### src/rtl/conv_pkg.sv
package conv_pkg;
  localparam int TAPS   = 9;
  localparam int KSEL_W = 4;
  localparam int KDIM   = 3;
endpackage

### src/rtl/cnv_slot_seq.sv
module cnv_slot_seq #(
  parameter int IMG_W = 128,
  parameter int IMG_H = 128,
  localparam int RW = $clog2(IMG_H + 1),
  localparam int CW = $clog2(IMG_W + 1)
) (
  input  logic          clk,
  input  logic          rst,
  input  logic          px_valid,
  output logic          px_ready,
  output logic          step,
  output logic          emit,
  output logic          idle,
  output logic          row_top,
  output logic          row_top2,
  output logic          flush_row,
  output logic          pad_col,
  output logic [CW-1:0] col
);
  logic [RW-1:0] row_q;
  logic [CW-1:0] col_q;
  logic          live_slot;

  assign live_slot = (row_q < RW'(IMG_H)) && (col_q < CW'(IMG_W));
  assign px_ready  = live_slot;
  assign step      = live_slot ? px_valid : 1'b1;
  assign emit      = step && (row_q != '0) && (col_q != '0);
  assign idle      = (row_q == '0) && (col_q == '0);
  assign row_top   = (row_q == '0);
  assign row_top2  = (row_q <= RW'(1));
  assign flush_row = (row_q == RW'(IMG_H));
  assign pad_col   = (col_q == CW'(IMG_W));
  assign col       = col_q;

  always_ff @(posedge clk) begin
    if (rst) begin
      row_q <= '0;
      col_q <= '0;
    end else if (step) begin
      if (pad_col) begin
        col_q <= '0;
        row_q <= flush_row ? '0 : row_q + RW'(1);
      end else begin
        col_q <= col_q + CW'(1);
      end
    end
  end

  // a right-pad stall inside the frame lasts exactly one cycle
  assert_stall_one_R5: assert property (@(posedge clk) disable iff (rst)
    (pad_col && (row_q < RW'(IMG_H - 1))) |=> px_ready);
endmodule

### src/rtl/cnv_line_win.sv
module cnv_line_win
  import conv_pkg::*;
#(
  parameter int IMG_W = 128,
  parameter int PIX_W = 8,
  localparam int CW = $clog2(IMG_W + 1),
  localparam int AW = $clog2(IMG_W)
) (
  input  logic                       clk,
  input  logic                       rst,
  input  logic                       step,
  input  logic                       emit,
  input  logic                       row_top,
  input  logic                       row_top2,
  input  logic                       flush_row,
  input  logic                       pad_col,
  input  logic [CW-1:0]              col,
  input  logic [PIX_W-1:0]           pix,
  output logic [TAPS-1:0][PIX_W-1:0] taps,
  output logic                       win_vld
);
  logic [PIX_W-1:0] lb_near [IMG_W];
  logic [PIX_W-1:0] lb_far  [IMG_W];
  logic [PIX_W-1:0] win_q   [KDIM][KDIM];
  logic [AW-1:0]    addr;
  logic [PIX_W-1:0] near_rd, far_rd;
  logic [PIX_W-1:0] col_bot, col_mid, col_top;

  assign addr    = pad_col ? '0 : col[AW-1:0];
  assign near_rd = lb_near[addr];
  assign far_rd  = lb_far[addr];

  // masking of out-of-frame taps at entry into the window
  assign col_bot = (flush_row || pad_col) ? '0 : pix;
  assign col_mid = (pad_col || row_top)   ? '0 : near_rd;
  assign col_top = (pad_col || row_top2)  ? '0 : far_rd;

  always_ff @(posedge clk) begin
    if (step && !pad_col) begin
      lb_near[addr] <= col_bot;
      lb_far[addr]  <= near_rd;
    end
  end

  always_ff @(posedge clk) begin
    if (step) begin
      for (int rr = 0; rr < KDIM; rr++) begin
        win_q[rr][0] <= win_q[rr][1];
        win_q[rr][1] <= win_q[rr][2];
      end
      win_q[0][2] <= col_top;
      win_q[1][2] <= col_mid;
      win_q[2][2] <= col_bot;
    end
  end

  always_ff @(posedge clk) begin
    if (rst) win_vld <= 1'b0;
    else     win_vld <= emit;
  end

  for (genvar rr = 0; rr < KDIM; rr++) begin : g_row
    for (genvar cc = 0; cc < KDIM; cc++) begin : g_col
      assign taps[rr*KDIM+cc] = win_q[rr][cc];
    end
  end

  assert_win_step_R7: assert property (@(posedge clk) disable iff (rst)
    win_vld |-> $past(step));

  assert_top_pad_R4: assert property (@(posedge clk) disable iff (rst)
    (step && row_top) |=> (win_q[0][2] == '0 && win_q[1][2] == '0));
endmodule

### src/rtl/cnv_coef_bank.sv
module cnv_coef_bank
  import conv_pkg::*;
#(
  parameter int COEF_W = 8
) (
  input  logic                        clk,
  input  logic                        rst,
  input  logic                        load_en,
  input  logic                        wr,
  input  logic [KSEL_W-1:0]           sel,
  input  logic [COEF_W-1:0]           val,
  output logic [TAPS-1:0][COEF_W-1:0] coefs
);
  for (genvar i = 0; i < TAPS; i++) begin : g_tap
    always_ff @(posedge clk) begin
      if (rst) coefs[i] <= '0;
      else if (load_en && wr && (sel == KSEL_W'(i))) coefs[i] <= val;
    end
  end

  assert_coef_hold_R8: assert property (@(posedge clk) disable iff (rst)
    !(load_en && wr) |=> $stable(coefs));
endmodule

### src/rtl/cnv_mac9.sv
module cnv_mac9
  import conv_pkg::*;
#(
  parameter int PIX_W  = 8,
  parameter int COEF_W = 8,
  localparam int PROD_W = PIX_W + COEF_W,
  localparam int ACC_W  = PIX_W + COEF_W + 4
) (
  input  logic                        clk,
  input  logic                        rst,
  input  logic                        win_vld,
  input  logic [TAPS-1:0][PIX_W-1:0]  taps,
  input  logic [TAPS-1:0][COEF_W-1:0] coefs,
  output logic                        busy,
  output logic                        res_vld,
  output logic signed [ACC_W-1:0]     res
);
  localparam longint PMAX = (longint'(1) << PIX_W) - 1;
  localparam longint CMAG = longint'(1) << (COEF_W - 1);
  localparam longint BND  = TAPS * PMAX * CMAG;

  logic signed [PROD_W-1:0] prod_q [TAPS];
  logic                     prod_vld;
  logic signed [ACC_W-1:0]  acc;

  for (genvar i = 0; i < TAPS; i++) begin : g_mul
    always_ff @(posedge clk) begin
      if (win_vld)
        prod_q[i] <= $signed({1'b0, taps[i]}) * $signed(coefs[i]);
    end
  end

  always_comb begin
    acc = '0;
    for (int i = 0; i < TAPS; i++) acc = acc + ACC_W'(prod_q[i]);
  end

  always_ff @(posedge clk) begin
    if (rst) begin
      prod_vld <= 1'b0;
      res_vld  <= 1'b0;
    end else begin
      prod_vld <= win_vld;
      res_vld  <= prod_vld;
    end
  end

  always_ff @(posedge clk) begin
    if (prod_vld) res <= acc;
  end

  assign busy = prod_vld;

  assert_latency_R7: assert property (@(posedge clk) disable iff (rst)
    res_vld |-> $past(win_vld, 2));

  assert_no_overflow_R3: assert property (@(posedge clk) disable iff (rst)
    res_vld |-> (longint'(res) >= -BND && longint'(res) <= BND));
endmodule

### src/rtl/conv3x3_pad_stream.sv
module conv3x3_pad_stream
  import conv_pkg::*;
#(
  parameter int IMG_W  = 128,
  parameter int IMG_H  = 128,
  parameter int PIX_W  = 8,
  parameter int COEF_W = 8,
  localparam int ACC_W = PIX_W + COEF_W + 4
) (
  input  logic                    clk,
  input  logic                    rst,
  input  logic                    px_valid,
  output logic                    px_ready,
  input  logic [PIX_W-1:0]        px_data,
  input  logic                    k_wr,
  input  logic [KSEL_W-1:0]       k_sel,
  input  logic [COEF_W-1:0]       k_val,
  output logic                    res_valid,
  output logic signed [ACC_W-1:0] res_data
);
  localparam int CW = $clog2(IMG_W + 1);

  logic step, emit, idle, row_top, row_top2, flush_row, pad_col;
  logic [CW-1:0] col;
  logic [TAPS-1:0][PIX_W-1:0]  taps;
  logic [TAPS-1:0][COEF_W-1:0] coefs;
  logic win_vld, mac_busy, load_en;

  cnv_slot_seq #(.IMG_W(IMG_W), .IMG_H(IMG_H)) u_seq (
    .clk(clk), .rst(rst), .px_valid(px_valid), .px_ready(px_ready),
    .step(step), .emit(emit), .idle(idle), .row_top(row_top),
    .row_top2(row_top2), .flush_row(flush_row), .pad_col(pad_col), .col(col)
  );

  cnv_line_win #(.IMG_W(IMG_W), .PIX_W(PIX_W)) u_win (
    .clk(clk), .rst(rst), .step(step), .emit(emit), .row_top(row_top),
    .row_top2(row_top2), .flush_row(flush_row), .pad_col(pad_col),
    .col(col), .pix(px_data), .taps(taps), .win_vld(win_vld)
  );

  // coefficients only change when nothing is in flight
  assign load_en = idle && !win_vld && !mac_busy;

  cnv_coef_bank #(.COEF_W(COEF_W)) u_coef (
    .clk(clk), .rst(rst), .load_en(load_en), .wr(k_wr), .sel(k_sel),
    .val(k_val), .coefs(coefs)
  );

  cnv_mac9 #(.PIX_W(PIX_W), .COEF_W(COEF_W)) u_mac (
    .clk(clk), .rst(rst), .win_vld(win_vld), .taps(taps), .coefs(coefs),
    .busy(mac_busy), .res_vld(res_valid), .res(res_data)
  );

  assert_coef_steady_R8: assert property (@(posedge clk) disable iff (rst)
    res_valid |-> $stable(coefs));
endmodule

### config.mk
export PLATFORM = sky130hd
export DESIGN_NAME = conv3x3_pad_stream
export DESIGN_NICKNAME = d
export VERILOG_FILES = /design/src/rtl/conv_pkg.sv /design/src/rtl/cnv_slot_seq.sv /design/src/rtl/cnv_line_win.sv /design/src/rtl/cnv_coef_bank.sv /design/src/rtl/cnv_mac9.sv /design/src/rtl/conv3x3_pad_stream.sv
export SDC_FILE = /design/constraint.sdc
export NUM_CORES = 2
export LEC_CHECK = 0
export BUFFER_PORTS_ARGS = -buffer_cell sky130_fd_sc_hd__buf_2
export CAP_MARGIN = 20
export CORE_MARGIN = 2
export CORE_UTILIZATION = 50
export CTS_CLUSTER_SIZE = 20
export DETAILED_ROUTE_END_ITERATION = 10
export GPL_ROUTABILITY_DRIVEN = 0
export PLACE_DENSITY = 0.64
export SYNTH_ARGS = -nofsm -noshare
export SYNTH_HDL_FRONTEND = slang
export SYNTH_SLANG_ARGS = --single-unit
export TNS_END_PERCENT = 30
### constraint.sdc
create_clock -name clk -period 18.3 [get_ports clk]
set_input_delay 0.915 -clock clk [delete_from_list [all_inputs] [get_ports clk]]
set_output_delay 0.915 -clock clk [all_outputs]
set_load 0.02 [all_outputs]
==> metrics.json <==
{
  "timing": {
    "finClkSkew_ns": 0.0866,
    "final.min_clock_period_ns": 7.00,
    "hold_violations": 0,
    "peak_clock_frequency_supported_by_timing_mhz": 143,
    "final_min_period_over_clock_period_pct": 38.3,
    "timing.final.setup_violations": 0,
    "fin_tns_setup_ns": 0,
    "worst-slew-pin-transition_ns": 1.30,
    "timing.slew.headroom_pct": 12.4,
    "rsz_0062_raised_after_global_routing": "no",
    "timing_max_transition_violations_final": 0
  },
  "clock_network": {
    "clock_sinks": 2375,
    "post-cts-setup-buffers": 0,
    "cts.hold.buffers_added": 0,
    "cts-buffers-inserted": 230,
    "cts_tree": "yes",
    "postCtsResizedCells": 0,
    "cts-root-to-sink-buffers": 3,
    "clock_tree.root_cell": "clkbuf_16",
    "clk_transition_reported_paths_ns": 0.06,
    "clock_tree.htree_level_count": 4,
    "insertion_delay_ns": 0.91
  },
  "route": {
    "detail_route.iter0.violations": 8565,
    "drt_pre_antenna_iters": 8,
    "post-route-drc-count": 0,
    "vias": 70200,
    "routed_wire_length_per_instance_um": 28.6,
    "viasPerCell": 6.16,
    "drt-total-wl_um": 326000,
    "detail-route-antenna-nets": 0
  },
  "critical_path": {
    "critical-path-max-stage-delay_ns": 0.82,
    "cp_max_fo": 73,
    "critical_path.n_buffers_inverters": 6,
    "crit_path_end_kind": "flip-flop",
    "worst_r2r_path_depth": 14,
    "cpLargestDelayFamily": "buffers and inverters",
    "r2r_end": "u_win.lb_far[40][1]",
    "critical_path.startpoint_type": "flip-flop",
    "worst_ep_arrival_time_ns": 7.50,
    "path_cells": "inv_2 > ha_1 > or4b_4 > o22ai_4 > buf_4 > buf_4 > a221oi_1 > a21oi_1 > a22o_1 > a2111oi_1 > buf_4 > nor4_4 > buf_4 > buf_4",
    "path_class": "reg2reg",
    "cp.required_ns": 18.80,
    "timing.rr.start": "u_seq.col[1]",
    "timing.critical_path.slowest_stage_cell": "buf_4",
    "reg2reg_setup_slack_ns": 11.30,
    "cpMostUsedCell": "buf_4"
  },
  "synth": {
    "async_reset_ff_share_pct": 0,
    "synth.yosys.warnings": 0,
    "yosys.area.top_type_share_pct": 61.5,
    "synth.avg_cell_area_um2": 13.8,
    "yosys_most_used_dff": "edfxtp_1",
    "postSynthCellCount": 8067,
    "synthesis.nets": 8931,
    "syn-cell-area_um2": 111000,
    "yosysTopAreaCell": "edfxtp_1",
    "synth-seq-area-share_pct": 63.2,
    "yosys_register_bits": 2375,
    "synth_enable_flop_cells": 2284,
    "synth.top_cells.by_area": "edfxtp_1 (62%), fa_1 (7.9%), ha_1 (4.5%)",
    "ys_types": 92
  },
  "worst_hold_path": {
    "worstHoldPathType": "in2reg",
    "hold_ep": "u_coef.coefs[64]",
    "hold_start": "rst",
    "worstHoldPathCells": 2
  },
  "floorplanning": {
    "core-area_um2": 222000,
    "die-width_um": 476,
    "floorplan.rows": 173,
    "pin_count": 46,
    "initial_utilization_pct": 50.2,
    "die-height_um": 476,
    "die_area_um2": 227000
  },
  "finish": {
    "fillerInstances": 17700,
    "synthToLayoutAreaGrowth_pct": 10.7,
    "drive_above_1_share_pct": 9.15,
    "mostFrequentLayoutCell": "edfxtp_1",
    "nNetsFinal": 9088,
    "layout.cells.most_common_list": "edfxtp_1 (2284), nand2_1 (771), inv_1 (624)"
  },
  "placed_design": {
    "portBuffers": 45,
    "dp.final_hpwl_um": 203000
  },
  "global_routing": {
    "grt_antenna_before_repair": 8,
    "grt_max_degree": 137,
    "globalRouteTotalUtil_pct": 28.5,
    "grt_pass1_vias": 69500,
    "grt_remaining_overflow": 0,
    "grt_pass1_wl_um": 477000
  },
  "power": {
    "p_leak_nw": 44.2,
    "vdd.ir_drop.worst_v": 0.0000884,
    "totalPowerFinal_mw": 11.4,
    "p_per_area_nw_per_um2": 92.2
  },
  "flow_run": {
    "timing.max_cap.violations": 0
  },
  "outcome": {
    "outcome": "complete, no violations"
  }
}
==> metal layers <==
layer  track usage (%)  wire length (um)  vias to the layer above
met5                 0                30                        -
met3              4.98             31200                      659
li1                  -                 -                    29900
met2              46.7            156000                     4018
met1              37.8            124000                    35700
met4              11.4             14500                        6
==> flip-flops by register name, summed over array words and instances (netlist names) <==
| name | count |
|---|---|
| u_coef.coefs | 72 |
| u_mac.busy | 1 |
| u_mac.prod_q | 144 |
| u_mac.res | 20 |
| u_mac.res_vld | 1 |
| u_seq.col | 8 |
| u_seq.row_q | 8 |
| u_win.lb_far | 1024 |
| u_win.lb_near | 1024 |
| u_win.win_q | 72 |
| u_win.win_vld | 1 |
==> cells by family after synthesis <==
family / Yosys count / synth area share, %
compound gates: 1378 / 8.44
xor+xnor: 142 / 1.12
fa+ha+maj: 840 / 12.4
buf+inv: 997 / 3.59
flops: 2375 / 63.2
mux: 295 / 2.73
simple gates: 2040 / 8.58
==> per-stage QoR <==
stage	setup WS, ns	instances	util [%]	area [um2]	hold WS, ns
floorplan	10.54	8067	-	111000	0.461
global placement	11.49	11000	52.2	116000	0.474
detailed placement	11.48	11000	52.3	116000	0.487
CTS	11.41	11400	55.6	123000	0.276
global route	11.15	11400	55.6	123000	0.296
finish	11.30	11400	55.6	123000	0.335
==> how the worst max path moves through the flow <==
stage,from,end,slack [ns],depth (start not counted)
6_report,u_seq.col[1],u_win.lb_far[40][1],11.30,14
5_1_grt,u_mac.prod_q[0][1],u_mac.res[19],11.15,27
4_1_cts,u_seq.col[1],u_win.lb_far[40][1],11.41,14
3_5_place_dp,u_seq.col[1],u_win.lb_far[16][1],11.48,14
3_3_place_gp,u_mac.prod_q[0][1],u_mac.res[19],11.49,27
2_1_floorplan,u_seq.col[0],u_win.lb_far[0][3],10.54,13
==> report_power, final <==
part | internal (mW) | total, mW | switching (mW)
Combinational | 0.140 | 0.644 | 0.503
Clock | 2.55 | 4.65 | 2.10
Sequential | 6.05 | 6.08 | 0.0352
Total | 8.74 | 11.4 | 2.64
==> Yosys cell counts (58+ instances only) <==
library cell and number:
edfxtp_1 2284, nand2_1 772, inv_1 625, nor2_1 464, fa_1 438, ha_1 402, a21oi_1 384, and2_1 326
mux2i_1 223, o21ai_0 195, clkbuf_1 169, o221ai_1 154, nor3_1 147, buf_2 136, xnor2_1 113, a221oi_1 112
o22ai_1 103, dfxtp_1 91, mux2_2 71, nand3_1 60, nand2b_1 58
==> final cells by class <==
class / count / area [um2] / share of cell area, %
diodes: 2 / 5.00 / 0.00406
clock buffers: 280 / 6040 / 4.89
clock inverters: 146 / 1330 / 1.08
inverters: 627 / 2360 / 1.91
multi-input cells: 4695 / 37300 / 30.2
flip-flops and latches: 2375 / 70400 / 57.1
well taps: 2975 / 3720 / 3.02
repair buffers: 295 / 2170 / 1.76
Note: power is estimated with default switching activity, not from simulation.
